### src/rtl/ackc_pkg.sv
package ackc_pkg;
   localparam int REG_W  = 4;
   localparam int B_AUTO = 0;
   localparam int B_ACK  = 1;
   localparam int B_BUSY = 2;
   localparam int B_SW   = 3;

   typedef enum logic [1:0] {
      PH_IDLE = 2'd0,
      PH_DATA = 2'd1,
      PH_ACK  = 2'd2
   } phase_e;
endpackage

### src/rtl/ackc_sync.sv
module ackc_sync #(
   parameter int   STAGES = 2,
   parameter logic IDLE   = 1'b1
) (
   input  logic clk,
   input  logic rst_n,
   input  logic d,
   output logic q
);
   if (STAGES < 2) begin : g_bad_stages
      $error("ackc_sync: STAGES must be at least 2");
   end

   logic [STAGES-1:0] chain;

   always_ff @(posedge clk or negedge rst_n) begin
      if (!rst_n) chain <= {STAGES{IDLE}};
      else        chain <= {chain[STAGES-2:0], d};
   end

   assign q = chain[STAGES-1];
endmodule

### src/rtl/ackc_counter.sv
module ackc_counter
   import ackc_pkg::*;
#(
   parameter int CNT_W      = 4,
   parameter int FRAME_CLKS = 9
) (
   input  logic   clk,
   input  logic   rst_n,
   input  logic   start,
   input  logic   scl_fall,
   output phase_e phase
);
   localparam logic [CNT_W-1:0] ACK_IDX = CNT_W'(FRAME_CLKS - 1);

   logic [CNT_W-1:0] cnt;
   logic             active;

   // falling edges are counted only inside a transfer; the edge that ends the ack clock closes it
   always_ff @(posedge clk or negedge rst_n) begin
      if (!rst_n) begin
         cnt    <= '0;
         active <= 1'b0;
      end else if (start) begin
         cnt    <= '0;
         active <= 1'b1;
      end else if (active && scl_fall) begin
         if (cnt == ACK_IDX) active <= 1'b0;
         if (cnt != '1)      cnt    <= cnt + 1'b1;
      end
   end

   always_comb begin
      if (!active)             phase = PH_IDLE;
      else if (cnt == ACK_IDX) phase = PH_ACK;
      else                     phase = PH_DATA;
   end
endmodule

### src/rtl/ackc_regs.sv
module ackc_regs
   import ackc_pkg::*;
(
   input  logic             clk,
   input  logic             rst_n,
   input  logic             wr,
   input  logic [REG_W-1:0] wdata,
   input  logic             if_enable,
   input  logic             xfer_start,
   input  logic             addr_rcvd,
   input  logic             scl_fall,
   input  logic             ack_hit,
   output logic             auto_en,
   output logic             ack_seen,
   output logic             busy_ctl,
   output logic             busy_act,
   output logic             sw_ack
);
   logic wdata_unused;
   assign wdata_unused = wdata[B_ACK];

   always_ff @(posedge clk or negedge rst_n) begin
      if (!rst_n) begin
         auto_en  <= 1'b0;
         ack_seen <= 1'b0;
         busy_ctl <= 1'b0;
         busy_act <= 1'b0;
         sw_ack   <= 1'b0;
      end else begin
         if (wr) begin
            auto_en  <= wdata[B_AUTO];
            busy_ctl <= wdata[B_BUSY];
         end

         // clear conditions outrank the detect
         if (xfer_start || !if_enable) ack_seen <= 1'b0;
         else if (ack_hit)             ack_seen <= 1'b1;

         // hardware cancel leaves busy_ctl untouched
         if (xfer_start || addr_rcvd) busy_act <= 1'b0;
         else if (wr)                 busy_act <= wdata[B_BUSY];

         if (wr)                                        sw_ack <= wdata[B_SW];
         else if (scl_fall || (xfer_start && !if_enable)) sw_ack <= 1'b0;
      end
   end
endmodule

### src/rtl/i2c_ack_ctrl.sv
module i2c_ack_ctrl
   import ackc_pkg::*;
#(
   parameter int SYNC_STAGES = 2,
   parameter int CNT_W       = 4,
   parameter int FRAME_CLKS  = 9
) (
   input  logic             clk,
   input  logic             rst_n,
   input  logic             scl_in,
   input  logic             sda_in,
   input  logic             if_enable,
   input  logic             nine_clk_mode,
   input  logic             xfer_start,
   input  logic             addr_rcvd,
   input  logic             tx_bit,
   input  logic             reg_wr,
   input  logic [REG_W-1:0] reg_wdata,
   output logic [REG_W-1:0] reg_rdata,
   output logic             sda_pull
);
   localparam int N_PADS = 2;

   if (FRAME_CLKS < 2 || FRAME_CLKS >= (1 << CNT_W)) begin : g_bad_frame
      $error("i2c_ack_ctrl: FRAME_CLKS must fit below the counter ceiling");
   end
   if (SYNC_STAGES < 2) begin : g_bad_sync
      $error("i2c_ack_ctrl: SYNC_STAGES must be at least 2");
   end

   logic [N_PADS-1:0] pad_raw, pad_s;
   assign pad_raw = {sda_in, scl_in};

   for (genvar k = 0; k < N_PADS; k++) begin : g_pad
      ackc_sync #(.STAGES(SYNC_STAGES), .IDLE(1'b1)) u_sync (
         .clk   (clk),
         .rst_n (rst_n),
         .d     (pad_raw[k]),
         .q     (pad_s[k])
      );
   end

   logic scl_s, sda_s, scl_prev, scl_fall, scl_rise;
   assign scl_s = pad_s[0];
   assign sda_s = pad_s[1];

   always_ff @(posedge clk or negedge rst_n) begin
      if (!rst_n) scl_prev <= 1'b1;
      else        scl_prev <= scl_s;
   end
   assign scl_fall = scl_prev & ~scl_s;
   assign scl_rise = ~scl_prev & scl_s;

   phase_e phase;
   ackc_counter #(.CNT_W(CNT_W), .FRAME_CLKS(FRAME_CLKS)) u_cnt (
      .clk      (clk),
      .rst_n    (rst_n),
      .start    (xfer_start),
      .scl_fall (scl_fall),
      .phase    (phase)
   );

   logic ack_hit, auto_en, ack_seen, busy_ctl, busy_act, sw_ack;
   assign ack_hit = scl_rise && (phase == PH_ACK) && !sda_s;

   ackc_regs u_regs (
      .clk        (clk),
      .rst_n      (rst_n),
      .wr         (reg_wr),
      .wdata      (reg_wdata),
      .if_enable  (if_enable),
      .xfer_start (xfer_start),
      .addr_rcvd  (addr_rcvd),
      .scl_fall   (scl_fall),
      .ack_hit    (ack_hit),
      .auto_en    (auto_en),
      .ack_seen   (ack_seen),
      .busy_ctl   (busy_ctl),
      .busy_act   (busy_act),
      .sw_ack     (sw_ack)
   );

   logic auto_win, data_low, pull_next;
   assign auto_win  = auto_en && nine_clk_mode && (phase == PH_ACK);
   assign data_low  = (phase == PH_DATA) && !tx_bit;
   assign pull_next = !busy_act && (auto_win || data_low || sw_ack);

   always_ff @(posedge clk or negedge rst_n) begin
      if (!rst_n) sda_pull <= 1'b0;
      else        sda_pull <= pull_next;
   end

   always_comb begin
      reg_rdata         = '0;
      reg_rdata[B_AUTO] = auto_en;
      reg_rdata[B_ACK]  = ack_seen;
      reg_rdata[B_BUSY] = busy_ctl;
      reg_rdata[B_SW]   = sw_ack;
   end
endmodule

### config.mk
export PLATFORM = sky130hd
export DESIGN_NAME = i2c_ack_ctrl
export DESIGN_NICKNAME = d
export VERILOG_FILES = /design/src/rtl/ackc_pkg.sv /design/src/rtl/ackc_sync.sv /design/src/rtl/ackc_counter.sv /design/src/rtl/ackc_regs.sv /design/src/rtl/i2c_ack_ctrl.sv
export SDC_FILE = /design/constraint.sdc
export NUM_CORES = 1
export LEC_CHECK = 0
export CAP_MARGIN = 5
export CORE_AREA = 2 2 45 47
export DETAILED_ROUTE_END_ITERATION = 8
export DIE_AREA = 0 0 47 49
export GPL_TIMING_DRIVEN = 0
export PLACE_DENSITY = 0.81
export SYNTH_ARGS = -nofsm -noshare
export SYNTH_HDL_FRONTEND = slang
export SYNTH_SLANG_ARGS = --single-unit
### constraint.sdc
create_clock -name clk -period 1.2 [get_ports clk]
set_input_delay 0.24 -clock clk [delete_from_list [all_inputs] [get_ports clk]]
set_output_delay 0.24 -clock clk [all_outputs]
set_load 0.03 [all_outputs]
==> results of run 1 <==
final cells by class:
type / instances / area share
plain buffers: 1 / 0.0106
inverters: 6 / 0.0212
flip-flops and latches: 16 / 0.383
clock buffers: 4 / 0.0247
well taps: 27 / 0.0317
multi-input cells: 31 / 0.296
repair buffers: 27 / 0.233
state kept, by name (all words and copies together), names as in the netlist:
register and cells:
u_regs.sw_ack 1, u_cnt.active 1, scl_prev 1, u_regs.ack_seen 1, u_cnt.cnt 4, sda_pull 1, u_regs.busy_ctl 1, u_regs.auto_en 1
g_pad.u_sync.chain 4, u_regs.busy_act 1
placed cells by master, fill, tap and decap left out, types with 2 or more instances in the layout:
cell,instances
nand2_1,3
buf_6,6
mux2_2,2
mux2i_1,2
ha_2,2
dfstp_2,5
nor2_1,3
clkbuf_4,3
inv_1,5
buf_4,9
dfrtp_1,10
clkdlybuf4s50_1,11
per-stage QoR:
stage / setup TNS, ns / utilization / std cells / total power, uW
finish: -0.662 / 0.578 / 112 / 1080
global route: -1.19 / 0.578 / 112 / 1150
CTS: -0.630 / 0.568 / 110 / 1100
detailed placement: -2.20 / 0.513 / 101 / 777
global placement: -1.91 / 0.513 / 101 / 770
floorplan: -0.134 / - / 57 / 684
logic make-up (layout without fill, tap and decap cells):
kind of cell	Yosys count	count (layout)	share of synthesized area
compound gates	10	10	0.123
fa+ha+maj	2	2	0.0348
buf+inv	10	38	0.0730
flops	16	16	0.565
mux	5	5	0.0748
simple gates	14	14	0.129
critical path: cells and delay by family (launching register included):
family / cells / cell delay [ns]
flip-flops: 1 / 0.42
buffers and inverters: 1 / 0.06
adder cells (fa/ha/maj): 1 / 0.16
AND/OR/NAND/NOR: 2 / 0.39
AO/OA/AOI/OAI: 1 / 0.22
how the worst min path moves through the flow:
stage                                   startpoint                        to  slack [ns]  cells after the start
after global routing                        scl_in  g_pad[0].u_sync.chain[0]        0.34                      1
after CTS                                   sda_in  g_pad[1].u_sync.chain[0]        0.34                      1
after floorplan                              rst_n                  sda_pull       -0.06                      0
after global placement    g_pad[0].u_sync.chain[0]  g_pad[0].u_sync.chain[1]        0.35                      0
final                                       scl_in  g_pad[0].u_sync.chain[0]        0.36                      1
after detailed placement  g_pad[1].u_sync.chain[0]  g_pad[1].u_sync.chain[1]        0.35                      0
layer usage:
| layer | up-vias | wire length (um) |
|---|---|---|
| met5 | - | 0 |
| met4 | 0 | 0 |
| met3 | 0 | 51 |
| met2 | 8 | 855 |
| met1 | 265 | 573 |
| li1 | 261 | - |
where the power goes:
part	internal, uW	switching, uW
Combinational	108	85.5
Sequential	572	20.7
Clock	129	162
timing repair:
item / CTS / global route
resized for setup: 40 / 5
pin swaps: 2 / 4
endpoints found under the setup margin: 11 / 12
buffers inserted: 5 / 5
==> results.md, run 1 <==
* Status: finished, violations left
* Failing checks: negative setup slack
* LEAKAGE at approximately 0.00047 uW
* Vias in the first global route at 564
* Critical-path cell list: inv_1 > ha_2 > and3b_2 > a41o_1 > and3_1
* Area of the core at roughly 1800 um2
* Initial Utilization at 0.391
* Clk_lat worst skew at around 0.28 ns
* Post-Syn Instances at 57
* Register area at around 400 um2
* Largest cells by area after synthesis: dfrtp_1 (38%), dfstp_2 (18%), buf_4 (4.2%)
* Largest net degree at the start of global routing at 17
* Hold_buf cts at 0
* Worst path max stage delay at roughly 0.42 ns
* Critical path's slowest cell: dfrtp_1
* Critical path origin: u_cnt.cnt[1]
* Met2 GRT Util at 0.258
* Post-route clock period utilization at 1.12
* Final WS setup at -0.146 ns
* GR Overflow Total at 0
* Design area at 1060 um2
* Pre-CTS setup slack at -0.260 ns
* GRT Total Usage at 0.155
* CP max FO at 4
* Final setup vio count at 7
* Cell variety after synth at 27
* Residual DRC at 0
* Final hold slack at about 0.36 ns
* Mean routed wirelength per cell at about 13 um
* Synthesized area at ~720 um2
* Most used flip-flop cell after synthesis: dfrtp_1
* Critical Path End: u_regs.ack_seen
* Via/cell ratio at roughly 4.8
* Fill count at around 170
* CTS tree: done
* Max_cap viols at 0
* Fin nets at around 100
* Worst-margin pin slew at a little under 0.7 ns
* Minimum clock period at around 1.3 ns
* Die width at ~47 um
* WS Path Type: register to register
* Slew HR at 0.540
* RSZ-0062 raised after global routing: yes
* Post-synth EDFFs at 0
* Hold Path Class: input pin to register
* GR peak layer: met2
* Port Buffer Count at 17
* N_diodes at 0
* Setup crit end kind: register
* Drt pass-1 iters at 2
* Final hold vios at 0
* GRT met1 Usage at 0.181
* Max IR drop VDD at just under 0.8 mV
* DP Area at 945 um2
* DR vias at approximately 530
* Most frequent cells after synthesis: dfrtp_1 (11), inv_1 (6), dfstp_2 (5), buf_4 (4)
* Syn Nets at 73
* Layout cells sized above 1 at 0.447
* Final Wtd Congestion at approximately 0.79
* Final wirelength at about 1500 um
* Root buffer cell: clkbuf_4
* Seq cells post-synth at 16
* CTS buffer count at 3
* PwrDens at roughly 1000 nW/um2
* Clock transition at path regs at 0.09 ns
* Clk sinks at 16
* Share of Yosys cell area claimed by the top area cell type at 0.383
* Avg Cell Area, Syn at around 13 um2
* Clock buffer depth at 2
* WP data required at 1.38 ns
* Seq/Total Area, Yosys at 0.565
* Initial antenna violation count at 0
* Worst setup SP type: register
* Detailed placer's ending HPWL at 1080 um
* Async set-reset flop share out of synthesis at 1.00
* Largest area contributor in the netlist: dfrtp_1
* Count leader, synth: dfrtp_1
* Reg2Reg Depth at 5
* Antenna Nets Post-Route at 0
* Iter 0 DRT Violations at 4
* RR Startpoint: u_cnt.cnt[1]
* Worst r2r dst: u_regs.ack_seen
* Worst EP arrival at 1.53 ns
* Multi-input gate area at ~320 um2
* I/O pin cnt at 19
* Synth warn at 0
* Count of pins over their slew limit at 0
* Die Area at around 2300 um2
* R2R Setup Slk at -0.15 ns
* Layout area overhead at 48.0%
* # rows at 16
* First-pass GRT wire length at between 2000 and 3000 um
* GR Util met3 at 0.0667
* Worst Skew at between 0.003 and 0.004 ns
* H-tree levels at 1
* Peak Freq at 0.743 GHz
* Die H at approximately 49 um
(Power assumes the default switching activity.)
==> run 2: changes to the inputs <==
--- a/config.mk
+++ b/config.mk
@@ -7,6 +7,7 @@
 export LEC_CHECK = 0
 export CAP_MARGIN = 5
 export CORE_AREA = 2 2 45 47
+export CTS_CLUSTER_SIZE = 25
 export DETAILED_ROUTE_END_ITERATION = 8
 export DIE_AREA = 0 0 47 49
 export GPL_TIMING_DRIVEN = 0
==> results of run 2 <==
No change in the layout: final DEF, timing and power equal those of run 1.
==> run 3: changes to the inputs <==
--- a/config.mk
+++ b/config.mk
@@ -5,9 +5,10 @@
 export SDC_FILE = /design/constraint.sdc
 export NUM_CORES = 1
 export LEC_CHECK = 0
+export ABC_CLOCK_PERIOD_IN_PS = 1200
 export CAP_MARGIN = 5
 export CORE_AREA = 2 2 45 47
-export CTS_CLUSTER_SIZE = 25
+export CTS_CLUSTER_SIZE = 8
 export DETAILED_ROUTE_END_ITERATION = 8
 export DIE_AREA = 0 0 47 49
 export GPL_TIMING_DRIVEN = 0
==> results of run 3 <==
No change in the layout: final DEF, timing and power equal those of run 1.
